File: src/rtl/acc_seq.sv
module acc_seq #(
  parameter int DW  = 16,
  parameter int OPW = 4
) (
  input  logic          clk,
  input  logic          rst,
  input  logic          cond,
  input  logic [DW-1:0] mem_rdata,
  output logic [DW-OPW-1:0] mem_addr,
  output logic [DW-1:0] mem_wdata,
  output logic          mem_we,
  output logic [DW-1:0] acc,
  output logic [DW-OPW-1:0] pc,
  output logic          halted
);
  localparam int AW = DW - OPW;
  localparam logic [OPW-1:0] OP_LD  = OPW'(0);
  localparam logic [OPW-1:0] OP_ADD = OPW'(1);
  localparam logic [OPW-1:0] OP_ST  = OPW'(2);
  localparam logic [OPW-1:0] OP_JMP = OPW'(3);
  localparam logic [OPW-1:0] OP_BR  = OPW'(4);
  localparam logic [OPW-1:0] OP_HLT = {OPW{1'b1}};

  typedef enum logic [3:0] {
    S_F1, S_F2, S_F3, S_F4, S_EX, S_WAIT, S_CAP, S_ALU, S_WR, S_HALT
  } step_t;

  step_t          st;
  logic [AW-1:0]  mar;
  logic [DW-1:0]  mbr, ir;
  logic [OPW-1:0] op;
  logic [AW-1:0]  opnd;

  assign op        = ir[DW-1:AW];
  assign opnd      = ir[AW-1:0];
  assign mem_addr  = mar;
  assign mem_wdata = mbr;
  assign mem_we    = (st == S_WR);
  assign halted    = (st == S_HALT);

  always_ff @(posedge clk) begin
    if (rst) begin
      st  <= S_F1;
      pc  <= '0;
      acc <= '0;
      ir  <= '0;
      mar <= '0;
      mbr <= '0;
    end else begin
      case (st)
        S_F1: begin mar <= pc;        st <= S_F2; end
        S_F2: begin pc  <= pc + 1'b1; st <= S_F3; end
        S_F3: begin mbr <= mem_rdata; st <= S_F4; end
        S_F4: begin ir  <= mbr;       st <= S_EX; end
        S_EX: begin
          case (op)
            OP_LD, OP_ADD: begin mar <= opnd; st <= S_WAIT; end
            OP_ST:  begin mar <= opnd; mbr <= acc; st <= S_WR; end
            OP_JMP: begin pc <= opnd; st <= S_F1; end
            OP_BR:  begin
              if (cond) pc <= opnd;
              st <= S_F1;
            end
            OP_HLT: st <= S_HALT;
            default: st <= S_F1;
          endcase
        end
        S_WAIT: st <= S_CAP;
        S_CAP:  begin mbr <= mem_rdata; st <= S_ALU; end
        S_ALU:  begin
          acc <= (op == OP_ADD) ? acc + mbr : mbr;
          st  <= S_F1;
        end
        S_WR:   st <= S_F1;
        S_HALT: st <= S_HALT;
        default: st <= S_F1;
      endcase
    end
  end

  // after reset, the first fetch reads address 0
  p_reset_state_r1: assert property (@(posedge clk)
    rst |=> (pc == '0 && acc == '0 && !mem_we && !halted));

  p_fetch_addr_r2: assert property (@(posedge clk) disable iff (rst)
    (st == S_F2) |-> (mem_addr == pc));

  p_pc_step_r2: assert property (@(posedge clk) disable iff (rst)
    (st == S_F2) |=> (pc == $past(pc) + 1'b1));

  p_ir_split_r3: assert property (@(posedge clk) disable iff (rst)
    (st == S_F4) |=> (ir == $past(mbr)));

  p_store_data_r6: assert property (@(posedge clk) disable iff (rst)
    mem_we |-> (mem_wdata == acc));

  p_jump_target_r7: assert property (@(posedge clk) disable iff (rst)
    (st == S_EX && op == OP_JMP) |=> (pc == $past(opnd)));

  p_branch_taken_r8: assert property (@(posedge clk) disable iff (rst)
    (st == S_EX && op == OP_BR && cond) |=> (pc == $past(opnd)));

  p_branch_not_taken_r8: assert property (@(posedge clk) disable iff (rst)
    (st == S_EX && op == OP_BR && !cond) |=> $stable(pc));

  p_halt_parked_r9: assert property (@(posedge clk) disable iff (rst)
    halted |=> (halted && $stable(pc) && $stable(acc) && !mem_we));
endmodule

File: config.mk
export PLATFORM = sky130hd
export DESIGN_NAME = acc_seq
export DESIGN_NICKNAME = d
export VERILOG_FILES = /design/src/rtl/acc_seq.sv
export SDC_FILE = /design/constraint.sdc
export NUM_CORES = 1
export LEC_CHECK = 0
export BUFFER_PORTS_ARGS = -buffer_cell sky130_fd_sc_hd__buf_2
export CAP_MARGIN = 20
export CORE_AREA = 8 8 98 100
export CTS_BUF_LIST = sky130_fd_sc_hd__clkbuf_4 sky130_fd_sc_hd__clkbuf_8
export CTS_CLUSTER_SIZE = 25
export DETAILED_ROUTE_END_ITERATION = 8
export DIE_AREA = 0 0 106 108
export GPL_TIMING_DRIVEN = 0
export PLACE_DENSITY_LB_ADDON = 0.3
export SETUP_SLACK_MARGIN = 0.5
export SLEW_MARGIN = 20
export SYNTH_ARGS = -nofsm -noshare
export SYNTH_HDL_FRONTEND = slang
export SYNTH_SLANG_ARGS = --single-unit
File: constraint.sdc
create_clock -name clk -period 2.59 [get_ports clk]
set_clock_uncertainty 0.1 [all_clocks]
set_input_delay 0.259 -clock clk [delete_from_list [all_inputs] [get_ports clk]]
set_output_delay 0.259 -clock clk [all_outputs]
set_load 0.02 [all_outputs]
=== Word level (Yosys, flattened, before mapping) ===
Cells that the tools add are included.

* Multiplexer cells: 10
* Reductions and logical operators: 11
* Equal/unequal tests: 18
* $add $sub $neg: 2

{| class="wikitable"
|+ Operators by type and width
! kind !! count
|-
| case mux 12 bit (2 select lines) || 3
|-
| two-way mux 16 bit || 2
|-
| case mux 16 bit (2 select lines) || 1
|-
| case mux 4 bit (8 select lines) || 1
|-
| two-way mux 12 bit || 2
|-
| equality test 4 x 3 -> 1 bit, second input constant || 5
|-
| adder 16 bit || 1
|-
| equality test 4 x 2 -> 1 bit, second input constant || 4
|-
| adder 12 x 1 -> 12 bit, second input constant || 1
|-
| equality test 4 bit, second input constant || 3
|-
| case mux 4 bit (3 select lines) || 1
|-
| equality test 4 x 1 -> 1 bit, second input constant || 2
|-
| zero test 4 bit || 2
|-
| nonzero test 2 bit || 3
|-
| AND reduction 2 bit || 2
|-
| OR reduction 2 bit || 2
|-
| inequality test 3 x 2 -> 1 bit, second input constant || 1
|-
| inequality test 3 bit, second input constant || 1
|-
| AND reduction 3 bit || 1
|-
| OR reduction 3 bit || 1
|-
| inequality test 2 x 1 -> 1 bit, second input constant || 1
|-
| inequality test 2 bit, second input constant || 1
|}

* Register bits after elaboration: 76
* Output and inout port bits: 58
* Logic and storage cells: 47
* Bits of input ports: 19

=== Logic depth before layout (Yosys ltp) ===
* Word-level depth: 4
* Gate-level depth with buffers: 9
* Gate-level depth less buffers: 8

=== Worst setup path after synthesis ===
No wires, ideal clock.

* Path type: flip-flop to flip-flop
* From: register mbr[0] (netlist: mem_wdata[0])
* To: register acc[6]
* Arrival: 2.102 ns
* Period minus slack after synthesis: 2.324 ns
* Stages on the path, launching flop included: 9
* Data required time: 2.368 ns
* Setup time: 0.122 ns
* Path slack: 0.266 ns
* Buffers on the path: 0
* Cell sequence: dfxtp_1 -> ha_1 -> fa_1 -> a211oi_1 -> nor2_1 -> o21ai_0 -> or3b_1 -> o211ai_1 -> a21oi_1

* Word-level cells in the longest chain between the ends: 2

{| class="wikitable"
|+ RTL lines
! what !! line !! RTL
|-
| from (decl) || 30 || <nowiki>logic [DW-1:0] mbr, ir;</nowiki>
|-
| from (signal assigned) || 48 || <nowiki>mbr <= '0;</nowiki>
|-
| from (signal assigned) || 53 || <nowiki>S_F3: begin mbr <= mem_rdata; st <= S_F4; end</nowiki>
|-
| from (signal assigned) || 58 || <nowiki>OP_ST: begin mar <= opnd; mbr <= acc; st <= S_WR; end</nowiki>
|-
| adder 16 bit || 71 || <nowiki>acc <= (op == OP_ADD) ? acc + mbr : mbr;</nowiki>
|-
| two-way mux 16 bit || 71 ||
|-
| to (signal assigned) || 71 ||
|-
| to (decl) || 12 || <nowiki>output logic [DW-1:0] acc,</nowiki>
|}

No other way between the ends.
A chain may end at the register's enable or synchronous reset.

=== Worst setup path in the final report ===
* From: register mbr[0] (netlist: mem_wdata[0])
* To: register acc[10]

The elaborated chain is that of the path after synthesis.

==> results.ini <==
[critical_path]
crit_path_start = mem_wdata[0]$_SDFFE_PP0P_
cp.arrival_ns = 2.34
start_kind = register
cp_cell_sequence = ha_4 > fa_2 > a211oi_4 > o21a_1 > o31a_1 > nor2_1 > xnor2_1 > o41ai_1
path_max_fanout = 3
crit_family = compound AO/OA/AOI/OAI gates
crit_type = register to register
critPathSlowestCell = fa_2
required_ns = 2.74
slowest_delay_ns = 0.39
end_kind = register
crit_buf_inv = 0
r2r-start = mem_wdata[0]$_SDFFE_PP0P_

[detailed_routing]
wl_mm = 13.9
firstDrtPassIters = 5
antenna_left = 0
viasPerCell = 6.17
drc_errors = 0
drt_iter0_drc = 273
avgRoutedWirePerCell_um = 18.4
num_vias = 4680

[place]
dp_hpwl_mm = 9.85
dp_cells = 731
io_buffers = 75
place.gp.congestion = 0.927
pre_cts_slack_ns = 0.322

[die]
pin_count = 77
fp.dieW_um = 106
dieArea_um2 = 11400
start_util_pct = 53.3
fp.dieH_um = 108
num_rows = 33
core_um2 = 8050

[power_and_ir_drop]
p_switching_mw = 0.821
clkPwrFrac_pct = 39.3
comb_power_share_pct = 14.1
p_per_area_nw_per_um2 = 511
p_leak_nw = 2.20
irDropWorstVdd_v = 0.000316
p_int_mw = 1.91
seq_power_share_pct = 46.6
swShare_pct = 30.1

[layout]
instances_no_fill = 758
fin_util_pct = 66.2
drive_gt1_share_pct = 26.5
final_common_cell = buf_2
area_delta_synth_final_pct = 24.3
mostFrequentLayoutCells = buf_2 (90), nand2_1 (87), a21oi_1 (64)
layout.nets = 684
diodes = 0

[sta]
grt_setup_unrepaired = true
setup_tns_ns = 0
clock.fmax_ghz = 0.457
maxSlewHeadroom_pct = 52.8
tightest_slew_ns = 0.707
hold_viol_final = 0
setup_viol = 0
period_share_pct = 84.5
fin_crit_ns = 2.19
finalWorstSetupSlack_ns = 0.401
finalMaxSlewViolations = 0

[worst_hold_path]
hold_path_class = input port to register
worstHoldStart = mem_rdata[0]

[clock_network]
clock-sinks = 76
cts_hold_buf = 0
clk_pin_slew_ns = 0.09
cts_buffer_depth = 2
clk_latency_ns = 0.36
cts.htree.levels = 3
cts_buffers = 9
cts_tree = done
root_buffer = clkbuf_8

[synth]
yosysUniqueCellTypes = 61
synth_cells = 551
synth_flop_cell = dfxtp_1
netlist_area_um2 = 4290
synth_nets = 587
synth.mux.area_fraction_pct = 3.74
synth-simple-area-share_pct = 24.1
syn_area_per_cell_um2 = 7.78
synth-xor-area-share_pct = 1.63
synth-async-reset-ratio_pct = 0
synth_top_family_by_area = compound AO/OA/AOI/OAI gates
ys_warn_count = 0
synth_edf_count = 0
synth-seq-cells = 76
yosysSeqAreaShare_pct = 35.5
synthAdderAreaFrac_pct = 5.14
synth-compound-area-share_pct = 25.2

[global_route]
grt_pass1_wl_mm = 21.9
antenna_found_initial = 0
grt_use_total_pct = 23.3
grt_max_degree = 16
grt_overflow = 0
grt_pass1_vias = 4489

[run_status]
status = finished clean

[flow_run]
max_cap_viol_count = 0

==> final timing paths <==
kind	to	slack (ns)	cells after the start
max reg2reg	acc[10]$_SDFFE_PP0N_	0.40	8
min	mem_wdata[0]$_SDFFE_PP0P_	0.07	3
min reg2reg	ir[1]$_SDFFE_PP0N_	0.37	2
max	acc[10]$_SDFFE_PP0N_	0.40	8
==> cell families (layout without fill, tap and decap cells) <==
group / count (synthesis) / in the layout
xor gates and xnor gates: 8 / 8
buffers and inverters: 43 / 145
muxes: 16 / 16
DFF: 76 / 76
AOI/OAI and AO/OA: 172 / 172
adders and majority gates: 17 / 17
and+or+nand+nor: 219 / 219
==> cells in the mapped netlist (3+ instances only) <==
cell type / instances / area (µm²)
nand2_1: 88 / 330
dfxtp_1: 76 / 1520
a21oi_1: 67 / 335
nor2_1: 63 / 236
a211oi_1: 24 / 180
clkbuf_1: 22 / 82.6
ha_1: 16 / 200
mux2i_1: 16 / 160
o21ai_0: 15 / 75.1
buf_2: 14 / 70.1
o21ai_1: 13 / 65.1
nand3_1: 10 / 50.1
nor3_1: 10 / 50.1
a22oi_1: 7 / 52.6
a311oi_1: 6 / 52.6
a31oi_1: 6 / 37.5
o31ai_1: 6 / 45.0
xnor2_1: 6 / 52.6
a21o_1: 5 / 37.5
and2_1: 5 / 31.3
and3_1: 5 / 31.3
or3_1: 5 / 31.3
nand4_1: 4 / 25.0
o211ai_1: 4 / 30.0
nand2b_1: 3 / 18.8
nand4b_1: 3 / 26.3
nor4_1: 3 / 18.8
o21a_1: 3 / 22.5
==> metal layers <==
metal	up-vias	global-route usage [%]	wire length (µm)
li1	2192	-	-
met1	2174	27.5	5470
met2	262	39.7	6770
met3	52	4.05	1120
met4	0	12.7	569
met5	-	0	0
==> through the flow <==
| stage | power [mW] | area [µm²] | hold WS [ns] |
|---|---|---|---|
| finish | 2.73 | 5330 | 0.0700 |
| global route | 2.81 | 5330 | 0.0602 |
| CTS | 2.70 | 5150 | 0.0725 |
| detailed placement | 1.64 | 4800 | 0.352 |
| global placement | 1.63 | 4800 | 0.341 |
| floorplan | 1.52 | 4300 | 0.332 |
==> repair_timing <==
item	CTS	global route
setup endpoints to repair	25	37
buffers inserted	6	5
pin swaps	8	7
gates resized for setup	15	43
==> power groups by stage <==
stage,Combinational [mW],Clock (mW),Sequential (mW)
floorplan,0.210,0,1.31
global route,0.418,1.12,1.28
finish,0.385,1.07,1.27
detailed placement,0.356,0,1.29
global placement,0.348,0,1.29
CTS,0.365,1.07,1.26
==> flip-flops by register name, summed over array words and instances, names as in the netlist <==
register   count
ir            16
mem_addr      12
st             4
pc            12
mem_wdata     16
acc           16
==> cell type report <==
type / count / area [µm²]
flip-flops and latches: 76 / 1550
well taps: 105 / 131
clock inverters: 7 / 104
repair buffers: 86 / 458
clock buffers: 9 / 124
plain buffers: 40 / 198
fillers: 693 / 2720
inverters: 3 / 11.3
multi-input cells: 432 / 2760
==> worst register-to-register path: cells and delay by family, from the launching register on <==
kind	cells	cell delay, ns
AO/OA/AOI/OAI	4	0.87
adder cells (fa/ha/maj)	2	0.55
AND/OR/NAND/NOR	1	0.07
XOR/XNOR	1	0.13
flip-flops	1	0.36
Note: power is estimated with default switching activity, not from simulation.
